==> src/rtl/rlg_pkg.sv <==
package rlg_pkg;

    localparam int SEL_W     = 3;
    localparam int FN_CNT    = 1 << SEL_W;
    localparam int BANK_GARB = 15;
    localparam int TREE_GARB = (1 << SEL_W) + SEL_W - 1;
    localparam int GARB_W    = BANK_GARB + TREE_GARB;

    typedef enum logic [SEL_W-1:0] {
        FN_AND  = 3'd0,
        FN_NOR  = 3'd1,
        FN_OR   = 3'd2,
        FN_NAND = 3'd3,
        FN_XNOR = 3'd4,
        FN_XOR  = 3'd5,
        FN_CPYA = 3'd6,
        FN_NOTB = 3'd7
    } fn_e;

    // Cell count of a selector tree, summed level by level.
    function automatic int tree_cells(input int depth);
        int total = 0;
        for (int l = 0; l < depth; l++) total += (1 << l);
        return total;
    endfunction

endpackage

==> src/rtl/rev_cell.sv <==
module rev_cell (
    input  logic a_i,
    input  logic b_i,
    input  logic c_i,
    output logic p_o,
    output logic q_o,
    output logic r_o
);
    assign p_o = a_i;
    assign q_o = ~(b_i ^ c_i);
    assign r_o = a_i ? c_i : b_i;
endmodule

==> src/rtl/rev_fanout.sv <==
module rev_fanout (
    input  logic x_i,
    input  logic y_i,
    output logic x_o,
    output logic xy_o
);
    assign x_o  = x_i;
    assign xy_o = x_i ^ y_i;
endmodule

==> src/rtl/rev_fn_bank.sv <==
module rev_fn_bank
    import rlg_pkg::*;
(
    input  logic                 a_i,
    input  logic                 b_i,
    output logic [FN_CNT-1:0]    fn_o,
    output logic [BANK_GARB-1:0] garb_o
);
    logic tie0, tie1;
    logic nb;
    logic unused_r;

    assign tie0 = 1'b0;
    assign tie1 = 1'b1;

    // Inverter cell: (0, B, 0) -> q = NOT B
    rev_cell u_not  (.a_i(tie0), .b_i(b_i),  .c_i(tie0), .p_o(garb_o[12]), .q_o(nb),         .r_o(garb_o[13]));
    // (A, 0, B) -> r = A AND B
    rev_cell u_and  (.a_i(a_i),  .b_i(tie0), .c_i(b_i),  .p_o(garb_o[0]),  .q_o(garb_o[1]),  .r_o(fn_o[FN_AND]));
    // (A, ~B, 0) -> r = A NOR B
    rev_cell u_nor  (.a_i(a_i),  .b_i(nb),   .c_i(tie0), .p_o(garb_o[2]),  .q_o(garb_o[3]),  .r_o(fn_o[FN_NOR]));
    // (A, B, 1) -> r = A OR B
    rev_cell u_or   (.a_i(a_i),  .b_i(b_i),  .c_i(tie1), .p_o(garb_o[4]),  .q_o(garb_o[5]),  .r_o(fn_o[FN_OR]));
    // (A, 1, ~B) -> r = A NAND B
    rev_cell u_nand (.a_i(a_i),  .b_i(tie1), .c_i(nb),   .p_o(garb_o[6]),  .q_o(garb_o[7]),  .r_o(fn_o[FN_NAND]));
    // (0, A, B) -> q = A XNOR B
    rev_cell u_xnor (.a_i(tie0), .b_i(a_i),  .c_i(b_i),  .p_o(garb_o[8]),  .q_o(fn_o[FN_XNOR]), .r_o(unused_r));
    // (0, A, 0) -> r = A
    rev_cell u_copy (.a_i(tie0), .b_i(a_i),  .c_i(tie0), .p_o(garb_o[10]), .q_o(garb_o[11]), .r_o(fn_o[FN_CPYA]));
    // Fan-out cell: second output is A XOR B
    rev_fanout u_fo (.x_i(a_i), .y_i(b_i), .x_o(garb_o[14]), .xy_o(fn_o[FN_XOR]));

    assign garb_o[9]     = unused_r;
    assign fn_o[FN_NOTB] = nb;
endmodule

==> src/rtl/rev_mux_tree.sv <==
module rev_mux_tree
    import rlg_pkg::*;
#(
    parameter int DEPTH = 3,
    localparam int N      = 1 << DEPTH,
    localparam int CELLS  = N - 1,
    localparam int GOUT_W = N + DEPTH - 1
) (
    input  logic [DEPTH-1:0]  sel_i,
    input  logic [N-1:0]      din_i,
    output logic              dout_o,
    output logic [GOUT_W-1:0] garb_o
);
    // Elaboration check of the closed-form counts against a level sum.
    if (tree_cells(DEPTH) != CELLS || GOUT_W != tree_cells(DEPTH) + DEPTH) begin : g_count_bad
        $error("selector tree cell or garbage count mismatch");
    end

    // Level 0 is the root and uses the MSB; the leaf level uses sel_i[0].
    for (genvar l = 0; l < DEPTH; l++) begin : lvl
        for (genvar j = 0; j < (1 << l); j++) begin : node
            logic a_s, b_s, c_s, p, q, r;

            if (j == 0) begin : g_head
                assign a_s = sel_i[DEPTH-1-l];
            end else begin : g_chain
                assign a_s = lvl[l].node[j-1].p;
            end

            if (l == DEPTH - 1) begin : g_leaf
                assign b_s = din_i[2*j];
                assign c_s = din_i[2*j+1];
            end else begin : g_inner
                assign b_s = lvl[l+1].node[2*j].r;
                assign c_s = lvl[l+1].node[2*j+1].r;
            end

            rev_cell u_cell (.a_i(a_s), .b_i(b_s), .c_i(c_s), .p_o(p), .q_o(q), .r_o(r));

            assign garb_o[(1 << l) - 1 + j] = q;
            if (j == (1 << l) - 1) begin : g_tail
                assign garb_o[CELLS + l] = p;
            end
        end
    end

    assign dout_o = lvl[0].node[0].r;
endmodule

==> src/rtl/rlg_fngen.sv <==
module rlg_fngen
    import rlg_pkg::*;
(
    input  logic              a_i,
    input  logic              b_i,
    input  logic [SEL_W-1:0]  sel_i,
    output logic              y_o,
    output logic [FN_CNT-1:0] func_o,
    output logic [GARB_W-1:0] garb_o
);
    logic [BANK_GARB-1:0] bank_garb;
    logic [TREE_GARB-1:0] tree_garb;

    rev_fn_bank u_bank (
        .a_i    (a_i),
        .b_i    (b_i),
        .fn_o   (func_o),
        .garb_o (bank_garb)
    );

    rev_mux_tree #(.DEPTH(SEL_W)) u_tree (
        .sel_i  (sel_i),
        .din_i  (func_o),
        .dout_o (y_o),
        .garb_o (tree_garb)
    );

    assign garb_o = {tree_garb, bank_garb};
endmodule

==> config.mk <==
export PLATFORM = sky130hd
export DESIGN_NAME = rlg_fngen
export DESIGN_NICKNAME = d
export VERILOG_FILES = /design/src/rtl/rlg_pkg.sv /design/src/rtl/rev_cell.sv /design/src/rtl/rev_fanout.sv /design/src/rtl/rev_fn_bank.sv /design/src/rtl/rev_mux_tree.sv /design/src/rtl/rlg_fngen.sv
export SDC_FILE = /design/constraint.sdc
export NUM_CORES = 1
export LEC_CHECK = 0
export BUFFER_PORTS_ARGS = -buffer_cell sky130_fd_sc_hd__buf_2
export CELL_PAD_IN_SITES_DETAIL_PLACEMENT = 0
export CELL_PAD_IN_SITES_GLOBAL_PLACEMENT = 1
export CORE_MARGIN = 2
export CORE_UTILIZATION = 28
export DETAILED_ROUTE_END_ITERATION = 16
export GPL_ROUTABILITY_DRIVEN = 0
export PLACE_DENSITY_LB_ADDON = 0.1
export SYNTH_ARGS = -nofsm -noshare
export SYNTH_HDL_FRONTEND = slang
export SYNTH_SLANG_ARGS = --single-unit
==> constraint.sdc <==
create_clock -name vclk -period 3.7
set_clock_uncertainty 0.05 [all_clocks]
set_input_delay 0.555 -clock vclk [all_inputs]
set_output_delay 0.555 -clock vclk [all_outputs]
set_load 0.02 [all_outputs]
[After elaboration in Yosys (flattened, before gate mapping)]
Cells that the tools add are included.
Storage, ports and cells
  flip-flop bits (word level): 0
  input port bits: 5
  output and inout port bits: 34
  logic and storage cells: 29
Cells by class
  muxes and demuxes: 11
  bitwise operators: 18
Operator list (count)
  1-bit two-way mux: 11
  1-bit inverter: 10
  1-bit XOR: 8

[Longest topological paths before layout]
  depth in word-level cells: 6
  depth in mapped cells: 5
  depth with buffers taken out: 4

[Hierarchy]
Synthesis repeated with hierarchy kept, for this count alone.
Second synthesis, totals
  cells, all modules: 58
  area total of the unflattened synthesis: 551.8 sq um
By module, submodules not included
  rev_cell: times used 14, cells an instance 3, area each 31.3 sq um, sequential area each 0.0 sq um
  rev_mux_tree: times used 1, cells an instance 10, area each 75.1 sq um, sequential area each 0.0 sq um
  rev_fn_bank: times used 1, cells an instance 4, area each 22.5 sq um, sequential area each 0.0 sq um
  rev_fanout: times used 1, cells an instance 2, area each 16.3 sq um, sequential area each 0.0 sq um

[Worst setup path after synthesis]
No wires, ideal clock.
  path type: input -> output
  start point: input port b_i
  end point: output port y_o
  arrival time: 1.833 ns
  data required time: 3.095 ns
  setup slack: 1.262 ns
  cell stages on the path: 4
  buffers on the path: 0
  cell sequence: inv_1 ha_1 mux2_1 mux4_2
Between the ends
  longest elaborated chain between the ends: 5
  elaborated cells between the ends (all ways): 14
  those cells by class: mux (11); bitwise (3)
RTL lines
  from (decl): RTL line rlg_fngen.sv:5  | input logic b_i,
  1-bit XOR (*): RTL line rev_fanout.sv:8  | assign xy_o = x_i ^ y_i;
  net u_bank.u_fo.xy_o: RTL line rev_fanout.sv:5  | output logic xy_o
  1-bit inverter: RTL line rev_cell.sv:10  | assign q_o = ~(b_i ^ c_i);
  1-bit two-way mux (*) (3 in a row): RTL line rev_cell.sv:11  | assign r_o = a_i ? c_i : b_i;
  to (decl): RTL line rlg_fngen.sv:7  | output logic y_o,
The timed path passes the listed nets; every way through them passes the cells marked *.

[Worst setup path in the final report]
  start point: input port a_i
  end point: output port y_o
Between the ends
  longest elaborated chain between the ends: 5
  elaborated cells between the ends (all ways): 13
  those cells by class: mux (11); bitwise (2)
RTL lines
  from (decl): RTL line rlg_fngen.sv:4  | input logic a_i,
  1-bit XOR: RTL line rev_cell.sv:10, rev_fanout.sv:8
  1-bit inverter: RTL line rev_cell.sv:10
  1-bit two-way mux (2 in a row): RTL line rev_cell.sv:11
  1-bit two-way mux (*): RTL line rev_cell.sv:11
Every way passes the cells marked *; elsewhere a longest branch is shown, timed or not.

==> impl_metrics.ini <==
[status]
outcome = finished, final reports clean

[cells_and_area]
fill_cells = 188
nClkBuffers = 0
multi_input_area_um2 = 193.9
final_cell_mix = 35 x buf_2, 5 x inv_1, 4 x ha_1, 4 x conb_1
nets = 72
drive_above_1_share_pct = 60.66
diodes = 0
final_util_pct = 27.08
mostFrequentLayoutCell = buf_2
regArea_um2 = 0
fin_area_um2 = 407.9
syn_to_final_growth_pct = -9.192
nFlopsAndLatches = 0

[logic_synthesis]
synth_warnings = 0
syn-cell-area_um2 = 449.2
synth_cell_types = 13
synthCells = 56
syn_avg_cell_area_um2 = 8.021
ys_seq_area_share_pct = 0

[worst_hold_path]
hold_class = in -> out

[route]
wirelength_um = 678
remaining_drc_errors = 0
final_antenna_net_count = 0
vias = 286
drt_iter0_drc = 2
wl_per_cell_um = 8.805
dr.pass1.iters = 2
viasPerCell = 3.714

[placement]
dp_hpwl_um = 583.8
placed_area_um2 = 407.9
port_buffers = 35

[grt]
antenna_found_initial = 0
groute.usage.overall_pct = 5.907
grt_pass1_vias = 199
grt_max_degree = 13
grt_remaining_overflow = 0
grt_pass1_wl_um = 938

[sta]
hold_violations = 0
finalMaxSlewViolations = 0
finalSetupViolations = 0
fin_crit_ns = 2.818
fmax_mhz = 354.9
whs_ns = 1.338
fin_tns_setup_ns = 0
period_share_pct = 76.16
rsz0062_at_grt = false

[pwr]
peakVddDrop_v = 0.00006698
total_power_uw = 85.75
p_per_area_mw_per_mm2 = 210.2
p_leak_nw = 0.2534

[floorplanning]
io_pins = 39
rows = 14
die_h_um = 44.05
die-area_mm2 = 0.001940
initial_core_util_pct = 29.82
core_area_mm2 = 0.001506
die_w_um = 44.05

[setup_path]
worstSetupPathType = in -> out
crit_path_end_kind = primary output
cp_max_fo = 12
required_ns = 3.09
arrival_ns = 2.21
cp-start-kind = input pin

[clock_tree]
cts_hold_buf = 0
ctsResizeCount = 0
cts_setup_buffers = 0

[flow_run]
max_cap_viol_count = 0
==> power by group <==
group | internal [mW] | switching [mW]
clock | 0 | 0
combinational | 0.0299 | 0.0558
sequential | 0 | 0
==> routing by layer <==
layer | vias to the layer above | global-route usage (%) | share of wire [%] | routed length, um
met5 | - | 0 | 0 | 0
met4 | 0 | 0 | 0 | 0
met3 | 0 | 0.4082 | 11 | 76
met2 | 20 | 8.824 | 43 | 292
met1 | 118 | 9.750 | 46 | 309
li1 | 148 | - | - | -
==> cell type report <==
type,count,area share [%]
well taps,16,4.908
multi-input cells,21,47.55
inverters,5,4.601
repair buffers,35,42.94
==> stage by stage <==
step | setup slack (ns) | instances
3_5_place_dp | 0.8582 | 77
5_1_grt | 0.7364 | 77
4_1_cts | 0.8593 | 77
6_report | 0.8822 | 77
2_1_floorplan | 1.262 | 59
3_3_place_gp | 0.8774 | 77
==> critical path, stage by stage <==
cell and delay (ns):
buf_2 0.19, inv_1 0.11, ha_1 0.43, mux2_1 0.33
mux4_2 0.44, buf_2 0.17
==> cells in the mapped netlist <==
master / instances / share of area (%)
conb_1: 1 / 0.83
mux2i_1: 2 / 4.5
nand2_1: 1 / 0.83
o21ai_0: 1 / 1.1
xnor2_1: 2 / 3.9
mux4_2: 2 / 10
inv_1: 5 / 4.2
xor2_1: 2 / 3.9
mux2_1: 1 / 2.5
a21oi_1: 1 / 1.1
nor2_1: 1 / 0.83
ha_1: 4 / 11
buf_4: 33 / 55
==> worst paths after layout <==
path	start	endpoint	slack (ns)	depth (start not counted)
setup / recovery	a_i	y_o	0.88	6
hold / removal	sel_i[1]	garb_o[23]	1.34	2
==> kinds of logic (layout without fill, tap and decap cells) <==
group	count (synthesis)	in the layout	share of synthesized area, %
and+or+nand+nor	2	2	1.670
AOI/OAI and AO/OA	2	2	2.226
other	1	4	0.8349
buffers and inverters	38	40	59.33
muxes	5	5	16.99
adders and majority gates	4	4	11.14
xor gates and xnor gates	4	4	7.801
Note: power is estimated with default switching activity, not from simulation.
